===== config.mk =====
export PLATFORM = sky130hd
export DESIGN_NAME = fetch_thread_status
export DESIGN_NICKNAME = d
export VERILOG_FILES = /design/src/rtl/fts_pkg.sv /design/src/rtl/fts_stall_bits.sv /design/src/rtl/fts_thread_fsm.sv /design/src/rtl/fts_cache_track.sv /design/src/rtl/fetch_thread_status.sv
export SDC_FILE = /design/constraint.sdc
export NUM_CORES = 1
export LEC_CHECK = 0
export BUFFER_PORTS_ARGS = -buffer_cell sky130_fd_sc_hd__clkbuf_2
export CAP_MARGIN = 40
export CORE_ASPECT_RATIO = 0.5
export CORE_UTILIZATION = 50
export DETAILED_ROUTE_END_ITERATION = 8
export PLACE_DENSITY = 0.89
export SYNTH_ARGS = -nofsm -noshare
export SYNTH_HDL_FRONTEND = slang
export SYNTH_SLANG_ARGS = --single-unit

===== constraint.sdc =====
create_clock -name clk -period 4.2 [get_ports clk]
set_clock_uncertainty 0.2 [all_clocks]
set_input_delay 0.84 -clock clk [delete_from_list [all_inputs] [get_ports clk]]
set_output_delay 0.84 -clock clk [all_outputs]
set_load 0.05 [all_outputs]

===== src/rtl/fts_pkg.sv =====
// Shared types for the per-thread fetch status controller.
// Assumes: four downstream stages, status fits in four bits.
package fts_pkg;

    localparam int NUM_STAGES = 4;
    localparam int STATE_W    = 4;

    typedef enum logic [STATE_W-1:0] {
        ST_RUN        = 4'd0,
        ST_IDLE       = 4'd1,
        ST_SQUASH     = 4'd2,
        ST_BLOCKED    = 4'd3,
        ST_WAIT_RESP  = 4'd4,
        ST_WAIT_RETRY = 4'd5,
        ST_ACC_DONE   = 4'd6,
        ST_TRAP       = 4'd7,
        ST_QUIESCE    = 4'd8
    } fstate_e;

    // True for states in which the fetch stage has work to do.
    function automatic logic is_live(input fstate_e s);
        return (s == ST_RUN) || (s == ST_SQUASH) || (s == ST_ACC_DONE);
    endfunction

endpackage


===== src/rtl/fts_stall_bits.sv =====
// Sticky stall bits of one thread, one bit per downstream stage.
// Block pulse sets, unblock pulse clears, block wins on a tie.
// Also exposes the value after this cycle's pulses so the state
// machine can react in the same cycle.
module fts_stall_bits #(
    parameter int NSTG = 4
) (
    input  logic            clk,
    input  logic            rst_n,
    input  logic [NSTG-1:0] block_i,
    input  logic [NSTG-1:0] unblock_i,
    output logic [NSTG-1:0] bits_o,
    output logic [NSTG-1:0] bits_next_o
);

    logic [NSTG-1:0] bits_q;

    // Merge pulses into the held bits.
    always_comb begin
        bits_next_o = (bits_q | block_i) & ~(unblock_i & ~block_i);
    end

    // Hold the bits.
    always_ff @(posedge clk) begin
        if (!rst_n) bits_q <= '0;
        else        bits_q <= bits_next_o;
    end

    assign bits_o = bits_q;

    for (genvar s = 0; s < NSTG; s++) begin : g_chk
        p_stall_set_r2: assert property (@(posedge clk) disable iff (!rst_n)
            block_i[s] |=> bits_q[s]);
        p_stall_clear_r2: assert property (@(posedge clk) disable iff (!rst_n)
            (unblock_i[s] && !block_i[s]) |=> !bits_q[s]);
        p_stall_keep_r2: assert property (@(posedge clk) disable iff (!rst_n)
            (!unblock_i[s] && !block_i[s]) |=> bits_q[s] == $past(bits_q[s]));
    end

endmodule


===== src/rtl/fts_thread_fsm.sv =====
// Fetch status state machine of one thread.
// Priority per cycle: squash sources, then the wait/trap states,
// then stall, then return from Blocked/Squashing, then fetch-turn work.
// Assumes stalled_i already includes this cycle's stall pulses.
module fts_thread_fsm
    import fts_pkg::*;
#(
    parameter int ID_W = 4
) (
    input  logic            clk,
    input  logic            rst_n,
    input  logic            stalled_i,
    input  logic            cmt_squash_i,
    input  logic            still_squash_i,
    input  logic            dec_squash_i,
    input  logic            turn_me_i,
    input  logic            req_i,
    input  logic            req_accept_i,
    input  logic [ID_W-1:0] req_id_i,
    input  logic            cache_blocked_i,
    input  logic            retry_go_i,
    input  logic            resp_here_i,
    input  logic [ID_W-1:0] resp_id_i,
    input  logic            fault_i,
    input  logic            quiesce_i,
    input  logic            wake_i,
    output fstate_e         state_o,
    output logic            resp_hit_o,
    output logic            enter_retry_o,
    output logic            squash_evt_o
);

    fstate_e         state_q, state_d;
    logic [ID_W-1:0] id_q;
    logic            load_id;
    logic            any_squash;

    // Next-state selection in priority order.
    always_comb begin
        state_d       = state_q;
        load_id       = 1'b0;
        enter_retry_o = 1'b0;
        squash_evt_o  = 1'b0;
        any_squash    = cmt_squash_i | still_squash_i | dec_squash_i;
        resp_hit_o    = resp_here_i && (resp_id_i == id_q) &&
                        (state_q == ST_WAIT_RESP) && !any_squash;
        if (cmt_squash_i) begin
            state_d      = ST_SQUASH;
            squash_evt_o = 1'b1;
        end else if (still_squash_i || dec_squash_i) begin
            state_d      = ST_SQUASH;
            squash_evt_o = (state_q != ST_SQUASH);
        end else begin
            case (state_q)
                ST_WAIT_RESP: begin
                    if (resp_hit_o) state_d = stalled_i ? ST_BLOCKED : ST_ACC_DONE;
                end
                ST_WAIT_RETRY: begin
                    if (retry_go_i) state_d = ST_WAIT_RESP;
                end
                ST_TRAP, ST_QUIESCE: begin
                    if (wake_i) state_d = ST_RUN;
                end
                default: begin
                    if (stalled_i) begin
                        state_d = ST_BLOCKED;
                    end else if (state_q == ST_BLOCKED || state_q == ST_SQUASH) begin
                        state_d = ST_RUN;
                    end else if (state_q == ST_ACC_DONE) begin
                        if (turn_me_i) state_d = ST_RUN;
                    end else if (state_q == ST_RUN) begin
                        if (fault_i) begin
                            state_d = ST_TRAP;
                        end else if (quiesce_i) begin
                            state_d = ST_QUIESCE;
                        end else if (turn_me_i && req_i && !cache_blocked_i) begin
                            load_id = 1'b1;
                            if (req_accept_i) begin
                                state_d = ST_WAIT_RESP;
                            end else begin
                                state_d       = ST_WAIT_RETRY;
                                enter_retry_o = 1'b1;
                            end
                        end
                    end
                end
            endcase
        end
    end

    // State register.
    always_ff @(posedge clk) begin
        if (!rst_n) state_q <= ST_RUN;
        else        state_q <= state_d;
    end

    // Outstanding request ID register.
    always_ff @(posedge clk) begin
        if (!rst_n)       id_q <= '0;
        else if (load_id) id_q <= req_id_i;
    end

    assign state_o = state_q;

    p_commit_squash_r3: assert property (@(posedge clk) disable iff (!rst_n)
        cmt_squash_i |=> state_q == ST_SQUASH);
    p_still_squash_r4: assert property (@(posedge clk) disable iff (!rst_n)
        still_squash_i |=> state_q == ST_SQUASH);
    p_wait_resp_hold_r6: assert property (@(posedge clk) disable iff (!rst_n)
        (state_q == ST_WAIT_RESP && !resp_here_i && !cmt_squash_i &&
         !still_squash_i && !dec_squash_i) |=> state_q == ST_WAIT_RESP);
    p_trap_hold_r9: assert property (@(posedge clk) disable iff (!rst_n)
        (state_q == ST_TRAP && !wake_i && !cmt_squash_i && !still_squash_i &&
         !dec_squash_i) |=> state_q == ST_TRAP);
    p_quiesce_hold_r9: assert property (@(posedge clk) disable iff (!rst_n)
        (state_q == ST_QUIESCE && !wake_i && !cmt_squash_i && !still_squash_i &&
         !dec_squash_i) |=> state_q == ST_QUIESCE);

endmodule


===== src/rtl/fts_cache_track.sv =====
// Shared cache-blocked flag and the thread that owns the pending retry.
// Assumes at most one thread enters WaitRetry per cycle (single turn).
module fts_cache_track #(
    parameter int NT    = 4,
    parameter int TID_W = 2
) (
    input  logic             clk,
    input  logic             rst_n,
    input  logic [NT-1:0]    enter_retry_i,
    input  logic [NT-1:0]    squash_evt_i,
    input  logic [TID_W-1:0] turn_tid_i,
    input  logic             retry_i,
    input  logic             retry_ok_i,
    output logic             blocked_o,
    output logic [NT-1:0]    retry_go_o
);

    logic             blocked_q;
    logic [TID_W-1:0] owner_q;
    logic             retry_done;

    assign retry_done = blocked_q && retry_i && retry_ok_i;

    // Decode the successful retry to the owning thread.
    for (genvar t = 0; t < NT; t++) begin : g_go
        assign retry_go_o[t] = retry_done && (owner_q == TID_W'(t));
    end

    // Set on a rejected send, clear on retry success or owner squash.
    always_ff @(posedge clk) begin
        if (!rst_n) begin
            blocked_q <= 1'b0;
            owner_q   <= '0;
        end else if (|enter_retry_i) begin
            blocked_q <= 1'b1;
            owner_q   <= turn_tid_i;
        end else if (retry_done || (blocked_q && squash_evt_i[owner_q])) begin
            blocked_q <= 1'b0;
        end
    end

    assign blocked_o = blocked_q;

    p_block_set_r5: assert property (@(posedge clk) disable iff (!rst_n)
        (|enter_retry_i) |=> blocked_q);
    p_retry_clear_r8: assert property (@(posedge clk) disable iff (!rst_n)
        (retry_done && !(|enter_retry_i)) |=> !blocked_q);
    p_one_go_r8: assert property (@(posedge clk) disable iff (!rst_n)
        $onehot0(retry_go_o));

endmodule


===== src/rtl/fetch_thread_status.sv =====
// Top of the per-thread fetch status controller: one stall-bit bank and
// one state machine per thread, one shared cache tracker.
// Assumes pulses are one cycle wide and turn_tid_i < NUM_THREADS.
module fetch_thread_status
    import fts_pkg::*;
#(
    parameter int NUM_THREADS = 4,
    parameter int REQ_ID_W    = 4,
    parameter int TID_W       = (NUM_THREADS > 1) ? $clog2(NUM_THREADS) : 1
) (
    input  logic                          clk,
    input  logic                          rst_n,
    input  logic [NUM_THREADS-1:0]        thread_active_i,
    input  logic [NUM_STAGES*NUM_THREADS-1:0] block_i,
    input  logic [NUM_STAGES*NUM_THREADS-1:0] unblock_i,
    input  logic                          ctx_switch_i,
    input  logic [NUM_THREADS-1:0]        commit_squash_i,
    input  logic [NUM_THREADS-1:0]        commit_still_squash_i,
    input  logic [NUM_THREADS-1:0]        decode_squash_i,
    input  logic                          turn_valid_i,
    input  logic [TID_W-1:0]              turn_tid_i,
    input  logic                          req_i,
    input  logic                          req_accept_i,
    input  logic [REQ_ID_W-1:0]           req_id_i,
    input  logic                          retry_i,
    input  logic                          retry_ok_i,
    input  logic                          resp_valid_i,
    input  logic [TID_W-1:0]              resp_tid_i,
    input  logic [REQ_ID_W-1:0]           resp_id_i,
    input  logic [NUM_THREADS-1:0]        fault_i,
    input  logic [NUM_THREADS-1:0]        quiesce_i,
    input  logic [NUM_THREADS-1:0]        wake_i,
    output logic [STATE_W*NUM_THREADS-1:0] status_o,
    output logic [NUM_STAGES*NUM_THREADS-1:0] stall_bits_o,
    output logic                          stage_active_o,
    output logic                          cache_blocked_o,
    output logic                          resp_drop_o
);

    localparam int NT = NUM_THREADS;

    logic [NT-1:0] enter_retry;
    logic [NT-1:0] squash_evt;
    logic [NT-1:0] retry_go;
    logic [NT-1:0] resp_hit;
    logic [NT-1:0] live;
    logic          cache_blocked;

    for (genvar t = 0; t < NT; t++) begin : g_thr
        logic [NUM_STAGES-1:0] bits_next;
        logic [NUM_STAGES-1:0] bits_cur;
        fstate_e               st;

        fts_stall_bits #(.NSTG(NUM_STAGES)) u_stall (
            .clk         (clk),
            .rst_n       (rst_n),
            .block_i     (block_i[t*NUM_STAGES +: NUM_STAGES]),
            .unblock_i   (unblock_i[t*NUM_STAGES +: NUM_STAGES]),
            .bits_o      (bits_cur),
            .bits_next_o (bits_next)
        );

        fts_thread_fsm #(.ID_W(REQ_ID_W)) u_fsm (
            .clk             (clk),
            .rst_n           (rst_n),
            .stalled_i       ((|bits_next) | ctx_switch_i),
            .cmt_squash_i    (commit_squash_i[t]),
            .still_squash_i  (commit_still_squash_i[t]),
            .dec_squash_i    (decode_squash_i[t]),
            .turn_me_i       (turn_valid_i && (turn_tid_i == TID_W'(t))),
            .req_i           (req_i),
            .req_accept_i    (req_accept_i),
            .req_id_i        (req_id_i),
            .cache_blocked_i (cache_blocked),
            .retry_go_i      (retry_go[t]),
            .resp_here_i     (resp_valid_i && (resp_tid_i == TID_W'(t))),
            .resp_id_i       (resp_id_i),
            .fault_i         (fault_i[t]),
            .quiesce_i       (quiesce_i[t]),
            .wake_i          (wake_i[t]),
            .state_o         (st),
            .resp_hit_o      (resp_hit[t]),
            .enter_retry_o   (enter_retry[t]),
            .squash_evt_o    (squash_evt[t])
        );

        assign status_o[t*STATE_W +: STATE_W]           = st;
        assign stall_bits_o[t*NUM_STAGES +: NUM_STAGES] = bits_cur;
        assign live[t] = thread_active_i[t] && is_live(st);
    end

    fts_cache_track #(.NT(NT), .TID_W(TID_W)) u_cache (
        .clk           (clk),
        .rst_n         (rst_n),
        .enter_retry_i (enter_retry),
        .squash_evt_i  (squash_evt),
        .turn_tid_i    (turn_tid_i),
        .retry_i       (retry_i),
        .retry_ok_i    (retry_ok_i),
        .blocked_o     (cache_blocked),
        .retry_go_o    (retry_go)
    );

    // Output decisions for the stage as a whole.
    always_comb begin
        stage_active_o  = |live;
        cache_blocked_o = cache_blocked;
        resp_drop_o     = resp_valid_i && !(|resp_hit);
    end

    p_stage_active_r10: assert property (@(posedge clk) disable iff (!rst_n)
        stage_active_o |-> (thread_active_i != '0));
    p_single_hit_r6: assert property (@(posedge clk) disable iff (!rst_n)
        $onehot0(resp_hit));
    p_reset_state_r1: assert property (@(posedge clk)
        !rst_n |=> (status_o == '0 && !cache_blocked_o));

endmodule


Word level (Yosys, flattened, before mapping) --
Cells that the tools add are included.
Word-level totals: register bits 51, input port bits 81, output and inout bits 35, word-level logic and storage cells 397
Cells by class: $lt $le $gt $ge 1, equality and inequality tests 77, mux-type cells 154, bitwise operators 33, reductions and logical operators 114
Operators by type and width (count):
- 4-bit 2-to-1 mux | 44
- 1-bit 2-to-1 mux | 93
- 9-bit nonzero test | 8
- 4-bit by 3-bit equality test with 1-bit output (second input constant) | 16
- 4-bit case mux with 3 select lines | 4
- 6-bit AND reduction | 8
- 11-bit nonzero test | 4
- 4-bit OR reduction | 11
- 1-bit logical AND | 40
- 9-bit by 2-bit != test with 1-bit output (second input constant) | 4
- 4-bit bitwise AND | 8
- 4-bit by 2-bit equality test with 1-bit output (second input constant) | 8
- 4-bit by 2-bit != test with 1-bit output (second input constant) | 8
- 4-bit by 3-bit != test with 1-bit output (second input constant) | 8
- 4-bit NOT | 8
- 7-bit by 1-bit != test with 1-bit output (second input constant) | 4
- 7-bit nonzero test | 4
- 1-bit logical OR | 17
- 4-bit equality test | 4
- 4-bit equality test (second input constant) | 4
- 4-bit logical NOT | 4
- 2-bit 2-to-1 mux | 8
- 2-bit by 1-bit != test with 1-bit output (second input constant) | 8
- 4-bit bitwise OR | 4
- other kinds (13) | 50

Longest topological paths before layout --
word-level depth 16, mapped depth 7, gate-level depth less buffers 6

Modules after synthesis --
A second synthesis with hierarchy kept.
Second synthesis, totals: cells, all modules 458, area, all modules 4216.5 µm²
Modules (own cells, without submodules):
- fts_thread_fsm | times used 4, cells each 84, area each 767.0 µm², sequential area each 160.2 µm²
- fts_stall_bits | times used 4, cells each 16, area each 190.2 µm², sequential area each 80.1 µm²
- fetch_thread_status | times used 1, cells each 38, area each 198.9 µm², sequential area each 0.0 µm²
- fts_cache_track | times used 1, cells each 20, area each 188.9 µm², sequential area each 60.1 µm²

Least setup slack after synthesis --
Ideal clock, no wire load.
path type in2out, start point input resp_id_i[2], end point output resp_drop_o, data arrival time 2.637 ns, data required time 3.160 ns, slack 0.523 ns, cell stages on the path 6, path buffers 1, cells stage by stage clkbuf_1 xnor2_1 and4_1 nand3_1 o21bai_1 a211oi_1
Between the ends: cells in the longest elaborated chain, start to end 7, elaborated cells on any way between the ends 19, those cells by class 4 x eq/ne; 15 x reduce/logical
Ends and longest elaborated chain:
- start: declaration | RTL line fetch_thread_status.sv:29 | input logic [REQ_ID_W-1:0] resp_id_i,
- 4-bit equality test | RTL line fts_thread_fsm.sv:45 | resp_hit_o = resp_here_i && (resp_id_i == id_q) &&
- 1-bit logical AND (2 in a row) | RTL line fts_thread_fsm.sv:45
- 1-bit logical AND | RTL line fts_thread_fsm.sv:46 | (state_q == ST_WAIT_RESP) && !any_squash;
- 4-bit OR reduction * | RTL line fetch_thread_status.sv:108 | resp_drop_o = resp_valid_i && !(|resp_hit);
- 1-bit logical NOT * | RTL line fetch_thread_status.sv:108
- 1-bit logical AND * | RTL line fetch_thread_status.sv:108
- end: declaration | RTL line fetch_thread_status.sv:37 | output logic resp_drop_o
Mark *: on every way between the ends. The rest lies on a longest branch, timed or not.

Worst setup path after layout --
start point input commit_still_squash_i[3], end point output resp_drop_o
Between the ends: cells in the longest elaborated chain, start to end 7
Ends and longest elaborated chain:
- start: declaration | RTL line fetch_thread_status.sv:18 | input logic [NUM_THREADS-1:0] commit_still_squash_i,
- 1-bit bitwise OR (2 in a row) | RTL line fts_thread_fsm.sv:44 | any_squash = cmt_squash_i | still_squash_i | dec_squash_i;
- 1-bit logical NOT | RTL line fts_thread_fsm.sv:46
- 1-bit logical AND | RTL line fts_thread_fsm.sv:46
- 4-bit OR reduction | RTL line fetch_thread_status.sv:108
- 1-bit logical NOT | RTL line fetch_thread_status.sv:108
- 1-bit logical AND | RTL line fetch_thread_status.sv:108
No other way between the ends.

==> run_results.csv <==
group,metric,value,unit
power,p_comb_frac,0.191,
synthesis,synthFlopType,"dfxtp_1",
finish,final_common_cell,"clkbuf_2",
synthesis,netlist.area_leader.share,0.290,
clock_network,ctsResizeCount,0,
global_route,overflow,0,
clock_network,clk_pin_slew,0.07,ns
timing,fin_crit,3.26,ns
timing,setup-tns-final,0,ns
synthesis,synth_cell_types,72,
floorplan,design.die.area,7410,sq um
global_route,track_usage,0.277,
synthesis,synthCells,454,
power,power,0.00115,W
setup_path,worst-path-max-fanout,3,
clock_network,insertion_delay,0.31,ns
finish,final_cell_mix,"clkbuf_2, nor2_1, dfxtp_1",
timing,max_clock_freq,307,MHz
setup_path,critPathMaxStageDelay,0.40,ns
finish,fin_nets,635,
clock_network,clockRootBuffer,"clkbuf_16",
setup_path,r2r_slack,1.42,ns
timing,relSlewSlack,0.472,
status,status,"complete, no violations",
synthesis,synth_nets,535,
synthesis,synthTopCellsByArea,"dfxtp_1, mux2i_1, nor2_1",
setup_path,path_buf_inv,2,
power,switching_share,0.307,
routing,vias_per_cell,5.96,
floorplan,die_w,121,um
setup_path,path_class,"in2out",
run,maxCapViolations,0,
power,pwr-share-clk,0.366,
timing,maxSlewViolCount,0,
synthesis,synth-seq-area-share,0.290,
placed_design,port_buffers,115,
placed_design,place_inst,639,
routing,drt_iter0_markers,415,
finish,diodes,0,
setup_path,arrival,2.22,ns
clock_network,cts-htree-levels,2,
synthesis,synth_edf_count,0,
timing,rsz0062_at_grt,"no",
setup_path,worstPathRequired,3.16,ns
setup_path,critPathTopFamily,"simple AND/OR/NAND/NOR gates",
worst_hold_path,hp-class,"reg2reg",
clock_network,clock_path_buffers,2,
timing,holdWs,0.317,ns
floorplan,row_count,21,
timing,hold_viol,0,
clock_network,cts_tree,"built",
setup_path,critPathSlowestCell,"nor3_1",
finish,fill_cells,605,
global_route,grt_pass1_vias,3235,
global_route,grt_pass1_wl,15.7,mm
power,leakagePower,1.78,nW
synthesis,post_synth_instance_area,3530,sq um
placed_design,hpwl,7.99,mm
synthesis,synth-seq-cells,51,
clock_network,cts_made_buffers,5,
routing,vias,3854,
power,powerDensity,268,nW/um^2
power,pwr-share-seq,0.443,
power,p_int,0.000799,W
global_route,grt_antenna_before_repair,0,
floorplan,io_pins,116,
placed_design,place_congestion,0.931,
routing,drtAntennaViolNets,0,
placed_design,post-place-ws,0.872,ns
setup_path,endpoint_kind,"output pin",
power,p_sw,0.000355,W
power,vdd_drop_max,0.148,mV
timing,worstMarginPinSlew,0.790,ns
clock_network,cts_setup_buffers,0,
timing,finalCritPeriodShare,0.775,
floorplan,die_height,61.4,um
synthesis,async_flop_share,0,
setup_path,crit_chain,"clkbuf_2 -> nor3_1 -> nand4_1 -> nor3_1 -> o21bai_1 -> a211oi_1 -> clkbuf_2",
synthesis,ys_warn_count,0,
finish,area_delta_synth_final,22.0,%
global_route,grt_max_degree,25,
routing,drc,0,
routing,route.final.wire_length,10.4,mm
synthesis,synth.largest_area_cell,"dfxtp_1",
timing,fin_ws,0.943,ns
routing,wl_per_cell,16.1,um
finish,layout-drive-gt1-share,0.250,
clock_network,cts.sinks,51,
clock_network,hold_buffers,0,
timing,finalSetupViolCount,0,
finish,stdcell_count,647,
routing,drtPass1Iterations,5,
synthesis,synth_area_per_cell,7.77,sq um
floorplan,start_util,0.522,
floorplan,core_area,6750,sq um
setup_path,start_kind,"primary input",
worst reg2reg max path, cell delays in order, from the launching register on:
cell       delay [ns]
dfxtp_1          0.31
nor2b_1          0.13
a2111oi_0        0.42
nand4b_1         0.56
o311ai_2         0.71
nor4_1           0.14
a41o_1           0.22
per-layer routing:
layer,track usage,vias to the layer above,wire length [um]
li1,-,1869,-
met1,0.378,1790,4680
met3,0.0648,14,935
met2,0.449,181,4680
met4,0.0705,0,110
met5,0,-,0
synth_stat cells, drive strengths merged, types with 3 or more instances:
cell type,instances
nor2,54
dfxtp,51
nand2,36
a21oi,31
clkbuf,23
inv,23
mux2i,21
nand3,15
nor2b,14
nor3,14
xnor2,13
o21ai,12
or3,11
o211ai,8
or4,8
nand2b,7
nand4,7
a2111oi,6
nor4,6
o21a,6
a211oi,5
and2,5
nor3b,4
o2111ai,4
o21bai,4
o31ai,4
o32a,4
or2,4
a211o,3
maj3,3
nand3b,3
o311ai,3
o31a,3
o41ai,3
xor2,3
through the flow:
stage / util / instance area, sq um
floorplan: - / 3530
global placement: 0.611 / 4130
detailed placement: 0.616 / 4160
CTS: 0.637 / 4300
global route: 0.637 / 4300
finish: 0.637 / 4300
sequential cells by signal, summed over array words and instances, names as in the netlist:
signal / flops
g_thr.u_fsm.id_q: 16
g_thr.u_fsm.state_o: 16
g_thr.u_stall.bits_o: 16
u_cache.owner_q: 2
u_cache.blocked_o: 1
power by group through the flow:
| stage | combinational, W | clock (W) | sequential (W) |
|---|---|---|---|
| final | 0.000220 | 0.000422 | 0.000511 |
| after global routing | 0.000236 | 0.000443 | 0.000513 |
| after CTS | 0.000217 | 0.000420 | 0.000511 |
| after detailed placement | 0.000216 | 0 | 0.000522 |
| after global placement | 0.000211 | 0 | 0.000521 |
| after floorplan | 0.0000889 | 0 | 0.000562 |
final cells by class:
type	instances	area, sq um	share of cell area
Tap cell	92	115	0.0268
Clock buffer	6	129	0.0300
Multi-Input combinational cell	355	2320	0.538
Inverter	23	86.3	0.0201
Clock inverter	2	16.3	0.00378
Sequential cell	51	1020	0.237
Timing Repair Buffer	118	618	0.144
logic make-up after synthesis:
family          after synthesis  synth area share
buf+inv                      48            0.0536
flops                        51             0.290
mux                          21            0.0596
simple gates                201             0.306
compound gates              114             0.243
xor+xnor                     16            0.0397
fa+ha+maj                     3           0.00852
worst paths after layout:
| check | to | from | depth (start not counted) |
|---|---|---|---|
| max | resp_drop_o | commit_still_squash_i[3] | 7 |
| min | g_thr[2].u_stall.bits_o[2]$_SDFF_PN0_ | g_thr[2].u_stall.bits_o[2]$_SDFF_PN0_ | 2 |
| max reg2reg | g_thr[2].u_fsm.state_o[0]$_SDFFE_PP0P_ | g_thr[2].u_stall.bits_o[1]$_SDFF_PN0_ | 6 |
| min reg2reg | g_thr[2].u_stall.bits_o[2]$_SDFF_PN0_ | g_thr[2].u_stall.bits_o[2]$_SDFF_PN0_ | 2 |
No activity file was read; power rests on OpenSTA's default activity.
